--- src/rtl/ckgate_pkg.sv ---
package ckgate_pkg;

  typedef enum logic {
    MODE_CAPTURE = 1'b0,
    MODE_WAVE    = 1'b1
  } chan_mode_e;

  typedef struct packed {
    logic stop_rb;
    logic dis_rb;
    logic stop_rc;
    logic dis_rc;
  } evt_opts_t;

endpackage

--- src/rtl/ckgate_evt_decode.sv ---
module ckgate_evt_decode
  import ckgate_pkg::*;
#(
  parameter int NUM_HW_TRIG = 3
) (
  input  chan_mode_e             mode_i,
  input  evt_opts_t              opts_i,
  input  logic                   rb_load_i,
  input  logic                   rc_cmp_i,
  input  logic                   cmd_dis_i,
  input  logic                   cmd_trig_i,
  input  logic [NUM_HW_TRIG-1:0] hw_trig_i,
  output logic                   dis_evt_o,
  output logic                   stop_evt_o,
  output logic                   trig_evt_o
);

  // merge chain over the hardware trigger strobes
  logic [NUM_HW_TRIG:0] trig_chain;
  assign trig_chain[0] = cmd_trig_i;

  for (genvar g = 0; g < NUM_HW_TRIG; g++) begin : g_trig_merge
    assign trig_chain[g+1] = trig_chain[g] | hw_trig_i[g];
  end

  logic rb_live;
  logic rc_live;

  always_comb begin
    rb_live    = (mode_i == MODE_CAPTURE) && rb_load_i;
    rc_live    = (mode_i == MODE_WAVE)    && rc_cmp_i;
    dis_evt_o  = cmd_dis_i
               | (rb_live & opts_i.dis_rb)
               | (rc_live & opts_i.dis_rc);
    stop_evt_o = (rb_live & opts_i.stop_rb)
               | (rc_live & opts_i.stop_rc);
    trig_evt_o = trig_chain[NUM_HW_TRIG];
  end

endmodule

--- src/rtl/ckgate_sr_state.sv ---
module ckgate_sr_state #(
  parameter bit CLR_WINS = 1'b1
) (
  input  logic clk,
  input  logic rst,
  input  logic set_i,
  input  logic clr_i,
  output logic q_o
);

  logic q_d;

  if (CLR_WINS) begin : g_clr_first
    always_comb begin
      if (clr_i)      q_d = 1'b0;
      else if (set_i) q_d = 1'b1;
      else            q_d = q_o;
    end
  end else begin : g_set_first
    always_comb begin
      if (set_i)      q_d = 1'b1;
      else if (clr_i) q_d = 1'b0;
      else            q_d = q_o;
    end
  end

  always_ff @(posedge clk) begin
    if (rst) q_o <= 1'b0;
    else     q_o <= q_d;
  end

endmodule

--- src/rtl/ckgate_ctrl.sv ---
module ckgate_ctrl
  import ckgate_pkg::*;
#(
  parameter int NUM_HW_TRIG = 3
) (
  input  logic                   clk,
  input  logic                   rst,
  input  logic                   tick_i,
  input  logic                   cmd_en_i,
  input  logic                   cmd_dis_i,
  input  logic                   cmd_trig_i,
  input  logic [NUM_HW_TRIG-1:0] hw_trig_i,
  input  logic                   wave_mode_i,
  input  logic                   rb_load_i,
  input  logic                   rc_cmp_i,
  input  logic                   opt_stop_rb_i,
  input  logic                   opt_dis_rb_i,
  input  logic                   opt_stop_rc_i,
  input  logic                   opt_dis_rc_i,
  input  logic                   pin_b_trig_i,
  output logic                   cnt_adv_o,
  output logic                   en_sts_o,
  output logic                   pin_a_oe_o,
  output logic                   pin_b_oe_o
);

  chan_mode_e mode;
  evt_opts_t  opts;
  logic       dis_evt;
  logic       stop_evt;
  logic       trig_evt;
  logic       en_q;
  logic       run_q;
  logic       run_set;
  logic       run_clr;

  assign mode = chan_mode_e'(wave_mode_i);

  always_comb begin
    opts.stop_rb = opt_stop_rb_i;
    opts.dis_rb  = opt_dis_rb_i;
    opts.stop_rc = opt_stop_rc_i;
    opts.dis_rc  = opt_dis_rc_i;
  end

  ckgate_evt_decode #(
    .NUM_HW_TRIG (NUM_HW_TRIG)
  ) u_decode (
    .mode_i     (mode),
    .opts_i     (opts),
    .rb_load_i  (rb_load_i),
    .rc_cmp_i   (rc_cmp_i),
    .cmd_dis_i  (cmd_dis_i),
    .cmd_trig_i (cmd_trig_i),
    .hw_trig_i  (hw_trig_i),
    .dis_evt_o  (dis_evt),
    .stop_evt_o (stop_evt),
    .trig_evt_o (trig_evt)
  );

  // enable state: a disable from any source beats the enable command
  ckgate_sr_state #(
    .CLR_WINS (1'b1)
  ) u_en_state (
    .clk   (clk),
    .rst   (rst),
    .set_i (cmd_en_i),
    .clr_i (dis_evt),
    .q_o   (en_q)
  );

  // run state: start/stop are honoured only while already enabled;
  // a trigger beats a stop, a disable beats everything
  assign run_set = trig_evt & en_q & ~dis_evt;
  assign run_clr = dis_evt | (stop_evt & en_q);

  ckgate_sr_state #(
    .CLR_WINS (1'b0)
  ) u_run_state (
    .clk   (clk),
    .rst   (rst),
    .set_i (run_set),
    .clr_i (run_clr),
    .q_o   (run_q)
  );

  assign cnt_adv_o  = tick_i & en_q & run_q;
  assign en_sts_o   = en_q;
  assign pin_a_oe_o = (mode == MODE_WAVE);
  assign pin_b_oe_o = (mode == MODE_WAVE) && !pin_b_trig_i;

endmodule

--- config.mk ---
export PLATFORM = sky130hd
export DESIGN_NAME = ckgate_ctrl
export DESIGN_NICKNAME = d
export VERILOG_FILES = /design/src/rtl/ckgate_pkg.sv /design/src/rtl/ckgate_evt_decode.sv /design/src/rtl/ckgate_sr_state.sv /design/src/rtl/ckgate_ctrl.sv
export SDC_FILE = /design/constraint.sdc
export NUM_CORES = 1
export LEC_CHECK = 0
export BUFFER_PORTS_ARGS = -buffer_cell sky130_fd_sc_hd__buf_2
export CAP_MARGIN = 20
export CORE_AREA = 2 2 39 41
export CTS_BUF_LIST = sky130_fd_sc_hd__clkbuf_8
export CTS_CLUSTER_SIZE = 12
export DETAILED_ROUTE_END_ITERATION = 16
export DIE_AREA = 0 0 41 43
export PLACE_DENSITY = 0.36
export SETUP_SLACK_MARGIN = 0.4
export SLEW_MARGIN = 20
export SYNTH_ARGS = -nofsm -noshare
export SYNTH_HDL_FRONTEND = slang
export SYNTH_SLANG_ARGS = --single-unit
--- constraint.sdc ---
create_clock -name clk -period 1 [get_ports clk]
set_clock_uncertainty 0.1 [all_clocks]
set_input_delay 0.1 -clock clk [delete_from_list [all_inputs] [get_ports clk]]
set_output_delay 0.1 -clock clk [all_outputs]
set_load 0.02 [all_outputs]
== Yosys cells after proc, flatten, opt, wreduce, memory -nomap -nowiden ==
Index checks and enable logic that the tools add are counted.

* Memory bits (writable): 0
* Memory bits (read-only): 0
* Memories kept: 0
* Input port bits: 17
* Latch bits: 0
* Bits in registers: 2

* Multiplexer cells: 2
* Reductions and logical operators: 6
* Div/mod/pow operators: 0
* Magnitude comparators: 0
* Shift-type cells: 0
* Add/subtract/negate cells: 0
* Eq/ne operators: 0
* Multipliers: 0
* Bitwise operators: 18

{| class="wikitable"
|+ Operators by type and width
! operator !! number
|-
| 1-bit AND || 9
|-
| 1-bit bitwise OR || 7
|-
| 1-bit logical AND || 3
|-
| 1-bit two-way mux || 2
|-
| 1-bit NOT || 2
|-
| 2-bit nonzero test || 1
|-
| 2-bit OR reduction || 1
|-
| 1-bit zero test || 1
|}

== Depth between registers and ports, before layout ==
Gate-level depths: netlist (run 1).

* Word-level depth: 8
* Mapped depth: 3

== Modules after synthesis ==
From an unflattened synthesis (run 1), not the netlist that was laid out.

* Cell total of the unflattened synthesis: 18
* Area total of the unflattened synthesis: 148.9 µm²

{| class="wikitable"
|+ By module, submodules not included
! module !! times used !! area an instance (µm²) !! cells an instance
|-
| ckgate_evt_decode || 1 || 40.0 || 6
|-
| ckgate_sr_state (u_run_state) || 1 || 38.8 || 4
|-
| ckgate_ctrl || 1 || 36.3 || 5
|-
| ckgate_sr_state (u_en_state) || 1 || 33.8 || 3
|}

== Least setup slack after synthesis (run 1) ==
No wires, ideal clock.

* Kind: register to output
* Start point: register u_en_state.q_o
* End point: output cnt_adv_o
* Arrival time: 781 ps
* Data required time: 800 ps
* Stages on the path, launching flop included: 2
* Path buffers: 0
* Setup slack: 19 ps
* Cell sequence: dfxtp_1 and3_1

* Word-level cells in the longest chain between the ends: 2

{| class="wikitable"
|+ RTL lines
! what !! RTL line !! text
|-
| start: declaration || ckgate_sr_state.sv:8 || <nowiki>output logic q_o</nowiki>
|-
| start signal: assignment || ckgate_sr_state.sv:29 || <nowiki>else q_o <= q_d;</nowiki>
|-
| 1-bit AND (2 in a row) || ckgate_ctrl.sv:87 || <nowiki>assign cnt_adv_o = tick_i & en_q & run_q;</nowiki>
|-
| end: declaration || ckgate_ctrl.sv:21 || <nowiki>output logic cnt_adv_o,</nowiki>
|}

No other way between the ends.

== Final worst setup path (run 1) ==
Same ends and word-level chain as after synthesis.

==> results.md, run 1 <==
## Critical path
* **r2r startpoint** u_en_state.q_o$_SDFFE_PP0P_
* **slack of the worst reg-to-reg path** 0.01 ns
* **number of cell instances on the worst register-to-register path** 4
* **cell at the slowest stage of the critical path** dfxtp_4
* **type of the worst setup path** reg2out
* **worst endpoint required time** 0.80 ns
* **type of element capturing the critical path** output port
* **Worst Path Max Fanout** 2
* **CP Data Arrival Time** 0.81 ns
* **cell breakdown of the critical path** and3_4, buf_6
* **crit start category** flop
* **maximum single-stage delay on the critical path** 0.33 ns
* **RR Endpoint** u_run_state.q_o$_SDFFE_PP0P_

## Global routing
* **global-route wire length before repair** 738 um
* **antenna violations before repair** 0
* **largest net degree at the start of global routing** 6
* **vias in the first global route** 220
* **global routing usage summed across all routing layers** 6.406%
* **total gr overflow** 0

## Hold path
* **worst min-delay path endpoint** u_en_state.q_o$_SDFFE_PP0P_
* **Hold Path Class** in2reg
* **start point of the worst min-delay path** cmd_en_i
* **Hold Path Depth** 3

## Final layout
* **final instance count without filler cells** 60
* **fraction of layout instances using a drive strength above 1** 77.27%
* **growth of design area from synthesis to finish** 195.3%
* **diode insertion count for antenna repair** 0
* **nets** 62

## CTS
* **Clock Root Buffer** clkbuf_8
* **CTS tree** built
* **clock-pin transition on the worst setup and hold timing paths** 0.03 ns
* **clock network latency to the later pin of the worst-skew pair** 0.21 ns
* **total number of H-tree levels** 1
* **buffer levels on the longest clock path** 2
* **total clock buffers created by CTS** 3
* **clock sinks** 2

## Floorplan
* **cell row count** 14
* **Die Y** 43 um
* **starting utilization of the core area** 9.584%
* **Die X-Extent** 41 um
* **die area** 1763 um^2
* **core area** 1384 um^2
* **number of placed I/O pins** 21

## Place
* **PortBufs** 20
* **global placement routability congestion** 0.5848
* **total instance count after detailed placement** 52
* **worst setup timing slack at the placement stage** 0.1145 ns

## Drt
* **first-iteration detailed-routing DRC count** 1
* **number of remaining DRC errors** 0
* **Detail Route Antenna Nets** 0
* **overall routed net length** 511 um
* **wire per inst** 8.517 um
* **via count** 230
* **mean number of vias per cell** 3.833
* **number of optimization iterations in the first detailed-route pass** 3

## STA
* **worst slew pin tran** 0.2430 ns
* **count of pins over their slew limit** 0
* **Final Worst Setup Slack** -0.009605 ns
* **Highest Clock Rate** 0.9905 GHz
* **portion of the clock cycle consumed by the worst path in the final layout** 101.0%
* **Max-slew headroom** 83.62%
* **unrepaired setup endpoints after global routing** true
* **final setup violation count** 1
* **Final min period** 1.010 ns
* **hold violation total from the final report** 0

## Synth
* **mean instance size in the synthesized netlist** 7.802 um^2
* **sequential fraction of the synthesis area** 30.19%
* **number of warning messages in the yosys log** 0
* **post-synthesis instance area** 132.6 um^2
* **Gate Count Post-Synth** 17
* **post-synthesis sequential element count** 2
* **synth unique cells** 11
* **Net Count, Synth** 34

## Job
* **Max Cap Violations** 0

## Run status
* **failing checks** negative setup slack
* **outcome** finished, violations left

## Pwr
* **areal power density over the cells** 1302 nW/um^2
* **leakage component of the power** 0.0001882 uW
* **maximum vdd ir drop** 0.3990 mV

==> registers in the layout, summed over array words and instances, names as in the netlist <==
name,count
u_en_state.q_o,1
u_run_state.q_o,1
==> where the power goes <==
group	total (uW)	switching (uW)	internal, uW
Clock	329	68.4	260
Combinational	98.1	38.3	59.8
Sequential	83.3	1.25	82.1
==> through the flow <==
step | util [%] | total power [uW] | hold slack (ns) | TNS, ns | cell area [um^2]
final | 28.30 | 510.0 | 0.04034 | -0.009605 | 391.6
after global routing | 28.30 | 535.4 | 0.06019 | -0.05727 | 391.6
after CTS | 27.85 | 520.4 | 0.04198 | -0.01920 | 385.4
after detailed placement | 19.17 | 153.1 | 0.2368 | 0 | 265.3
after global placement | 19.17 | 153.9 | 0.2483 | 0 | 265.3
after floorplan | - | 113.0 | 0.1145 | 0 | 152.6
==> placed cells by master (no fill, tap or decap), drive strengths merged <==
cell,synthesis,routed
dfxtp,2,2
o41ai,1,1
and3,1,1
buf,1,24
a31oi,1,1
nand2,2,2
inv,0,1
nand3,2,2
clkbuf,0,3
nor2b,1,1
nand2b,1,1
o211ai,2,2
nor2,3,3
==> cells by family after synthesis <==
logic type             count (synthesis)  synth area share [%]
flip-flops                             2                 30.19
buffers and inverters                  1                 5.662
AO/OA/AOI/OAI                          4                 28.30
AND/OR/NAND/NOR                       10                 35.86
==> worst max-delay path: cells and delay by family, from the launching register on <==
family,cells,cell delay [ns]
simple gates,1,0.16
buf+inv,1,0.11
flops,1,0.33
==> area by class of cell <==
type                    count  area (um^2)
clock buffers               3        41.29
fillers                   146        992.2
repair buffers             24        168.9
well taps                  16        20.02
multi-input cells          14        112.6
flip-flops and latches      2        45.04
clock inverters             1        3.754
==> per-layer routing <==
| metal | vias to the layer above | part of all wire (%) | global-route usage (%) |
|---|---|---|---|
| li1 | 117 | - | - |
| met4 | 0 | 0 | 6.000 |
| met2 | 21 | 44 | 9.375 |
| met3 | 0 | 20 | 1.571 |
| met1 | 92 | 35 | 7.006 |
| met5 | - | 0 | 0 |
==> what timing repair did <==
action,4_1_cts,5_1_grt
hold buffers,0,0
setup endpoints to repair,5,5
gates cloned,0,0
gates resized for setup,13,1
setup buffers,4,0
pin swaps,1,0
==> how the worst max path moves through the flow <==
| stage | startpoint | to | slack, ns | cells after the start |
|---|---|---|---|---|
| after floorplan | u_en_state.q_o$_SDFFE_PP0P_ | cnt_adv_o | 0.20 | 1 |
| after global placement | hw_trig_i[0] | u_run_state.q_o$_SDFFE_PP0P_ | 0.1 | 3 |
| after detailed placement | hw_trig_i[0] | u_run_state.q_o$_SDFFE_PP0P_ | 0.11 | 3 |
| after CTS | u_en_state.q_o$_SDFFE_PP0P_ | cnt_adv_o | -0.02 | 2 |
| after global routing | u_run_state.q_o$_SDFFE_PP0P_ | cnt_adv_o | -0.04 | 2 |
| final | u_en_state.q_o$_SDFFE_PP0P_ | cnt_adv_o | -0.01 | 2 |
==> cells in the mapped netlist <==
library cell | count | area (um^2)
nand2b_1 | 1 | 6.260
buf_4 | 1 | 7.510
dfxtp_1 | 2 | 40.04
o211ai_1 | 2 | 15.01
and3_1 | 1 | 6.260
o41ai_2 | 1 | 16.27
a31oi_1 | 1 | 6.260
nand3_1 | 2 | 10.01
nand2_1 | 2 | 7.510
nor2_1 | 3 | 11.26
nor2b_1 | 1 | 6.260
No activity file was read; power rests on OpenSTA's default activity.
==> run 2, diff against run 1 <==
Settings changed: ABC_AREA set to 1, SETUP_SLACK_MARGIN 0.4 to not set.
==> results.md, run 2 <==
## Global routing
* **vias in the first global route** 179
* **total gr overflow** 0
* **antenna violations before repair** 0
* **global routing usage summed across all routing layers** 5.812%
* **largest net degree at the start of global routing** 6
* **global-route wire length before repair** 600 um

## Synth
* **post-synthesis sequential element count** 2
* **Net Count, Synth** 39
* **leading cell type by number of instances after synthesis** nor2_1
* **number of warning messages in the yosys log** 0
* **synth unique cells** 9
* **Gate Count Post-Synth** 22
* **ys flop type** dfxtp_1
* **share of Yosys cell area claimed by the top area cell type** 29.09%
* **top post-synthesis cells by count** nor2_1 (6), nand2_1 (5), nand3_1 (4), dfxtp_1 (2)
* **library cell with the largest summed area after synthesis** dfxtp_1
* **Synth async-reset ratio** 0%
* **mean instance size in the synthesized netlist** 6.256 um^2
* **post-synthesis instance area** 137.6 um^2
* **count of flip-flops with a built-in enable after synthesis** 0
* **sequential fraction of the synthesis area** 29.09%
* **top cells by area, synth** dfxtp_1 (29%), nor2_1 (16%), nand3_1 (15%)

## Critical path
* **worst endpoint required time** 0.80 ns
* **CP Data Arrival Time** 0.83 ns
* **crit start category** flop
* **type of the worst setup path** reg2out
* **Worst Path Max Fanout** 5
* **type of element capturing the critical path** output port

## Final layout
* **diode insertion count for antenna repair** 0
* **leading registers by flop count** u_en_state.q_o: 1 flops, u_run_state.q_o: 1 flops
* **growth of design area from synthesis to finish** 128.2%
* **most frequent standard cell in the layout excluding fill and tap cells** buf_2
* **fraction of layout instances using a drive strength above 1** 64.44%
* **most frequent cells in the layout** buf_2 (19), nor2_1 (6), nand2_1 (5), nand3_1 (4), clkbuf_8 (3)
* **number of filler cells placed in the layout** 167
* **post-route cell area** 314.1 um^2
* **final instance count without filler cells** 61
* **final core utilization** 22.69%
* **nets** 64

## Drt
* **first-iteration detailed-routing DRC count** 0
* **mean number of vias per cell** 3.508
* **overall routed net length** 458 um
* **Detail Route Antenna Nets** 0
* **via count** 214
* **number of optimization iterations in the first detailed-route pass** 1
* **number of remaining DRC errors** 0
* **wire per inst** 7.508 um

## Floorplan
* **cell row count** 14
* **Die Y** 43 um
* **core area** 1384 um^2
* **Die X-Extent** 41 um
* **starting utilization of the core area** 9.946%
* **die area** 1763 um^2
* **number of placed I/O pins** 21

## CTS
* **total clock buffers created by CTS** 3
* **buffer levels on the longest clock path** 2
* **clock network latency to the later pin of the worst-skew pair** 0.21 ns
* **CTS tree** built
* **total number of H-tree levels** 1
* **clock-pin transition on the worst setup and hold timing paths** 0.03 ns
* **Clock Root Buffer** clkbuf_8
* **clock sinks** 2

## STA
* **Highest Clock Rate** 0.9703 GHz
* **hold violation total from the final report** 0
* **Final min period** 1.031 ns
* **final setup violation count** 1
* **Max-slew headroom** 92.24%
* **worst slew pin tran** 0.1161 ns
* **portion of the clock cycle consumed by the worst path in the final layout** 103.1%
* **Final Worst Setup Slack** -0.03062 ns
* **count of pins over their slew limit** 0
* **unrepaired setup endpoints after global routing** true
* **worst hold margin** 0.01110 ns

## Place
* **PortBufs** 20
* **post-detailed-placement cell area** 250.2 um^2
* **global placement routability congestion** 0.5828
* **total instance count after detailed placement** 57

## Pwr
* **leakage component of the power** 0.0001636 uW
* **maximum vdd ir drop** 0.2722 mV
* **areal power density over the cells** 1485 nW/um^2

## Job
* **Max Cap Violations** 0

## Hold path
* **Hold Path Class** in2reg

## Run status
* **outcome** finished, violations left
* **failing checks** negative setup slack

## run 2: changes by cell type after synthesis, moves of 2 or more
cell	previous run	this run
nand2_1	2	5
nand3_1	2	4
o211ai_1	2	0
nor2_1	3	6
## run 2: area by class of cell
cell class                 instances  area (um^2)  area share (%)
sequential                         2        43.79           13.94
clock buffer                       3        41.29           13.15
tap                               16        20.02           6.375
inverter                           1        3.754           1.195
multi-input combinational         18        91.34           29.08
timing repair buffer              21        113.9           36.25
## run 2: stage by stage
stage	setup TNS, ns	setup slack (ns)	power (uW)
6_report	-0.03062	-0.03062	466.3
5_1_grt	-0.05988	-0.05988	490.8
4_1_cts	-0.03879	-0.03879	481.0
3_5_place_dp	0	0.1257	152.6
3_3_place_gp	0	0.1424	152.9
2_1_floorplan	0	0.02751	114.1
## run 2: worst max-delay path, stage by stage, from the launching register on
cell     delay [ns]
dfxtp_4        0.35
and3_4         0.17
buf_6          0.11
## run 2: per-layer routing
layer / up-vias / global-route usage [%] / routed length (um) / part of all wire, %
met5: - / 0 / 0 / 0
met4: 0 / 10.00 / 0 / 0
met3: 0 / 2.618 / 57 / 12
met2: 12 / 7.813 / 240 / 52
met1: 85 / 4.153 / 161 / 35
li1: 117 / - / - / -
## run 2: path summary, 6_finish.rpt
path / startpoint / endpoint / slack, ns / depth (start not counted)
worst max-delay path: u_en_state.q_o$_SDFFE_PP0P_ / cnt_adv_o / -0.03 / 2
worst max register to register: u_en_state.q_o$_SDFFE_PP0P_ / u_run_state.q_o$_SDFFE_PP0P_ / 0.21 / 3
worst min-delay path: cmd_en_i / u_en_state.q_o$_SDFFE_PP0P_ / 0.01 / 3
worst min register to register: u_run_state.q_o$_SDFFE_PP0P_ / u_run_state.q_o$_SDFFE_PP0P_ / 0.37 / 2
## run 2: logic make-up (layout without fill, tap and decap cells)
| group | Yosys count | count (layout) | synth area share, % |
|---|---|---|---|
| simple gates | 17 | 17 | 56.37 |
| flops | 2 | 2 | 29.09 |
| buf+inv | 2 | 25 | 8.181 |
| compound gates | 1 | 1 | 6.365 |
## run 2: timing repair
item | CTS | global route
hold buffers | 0 | 0
pin swaps | 0 | 0
setup endpoints to repair | 1 | 1
buffers inserted | 1 | 0
resized for setup | 2 | 3
## run 2: power by group
part	leakage (uW)	internal (uW)	switching [uW]	total, uW
clock network	0.0000216	254	59.7	314
logic	0.000125	36.3	31.9	68.2
registers	0.0000170	81.9	2.46	84.3
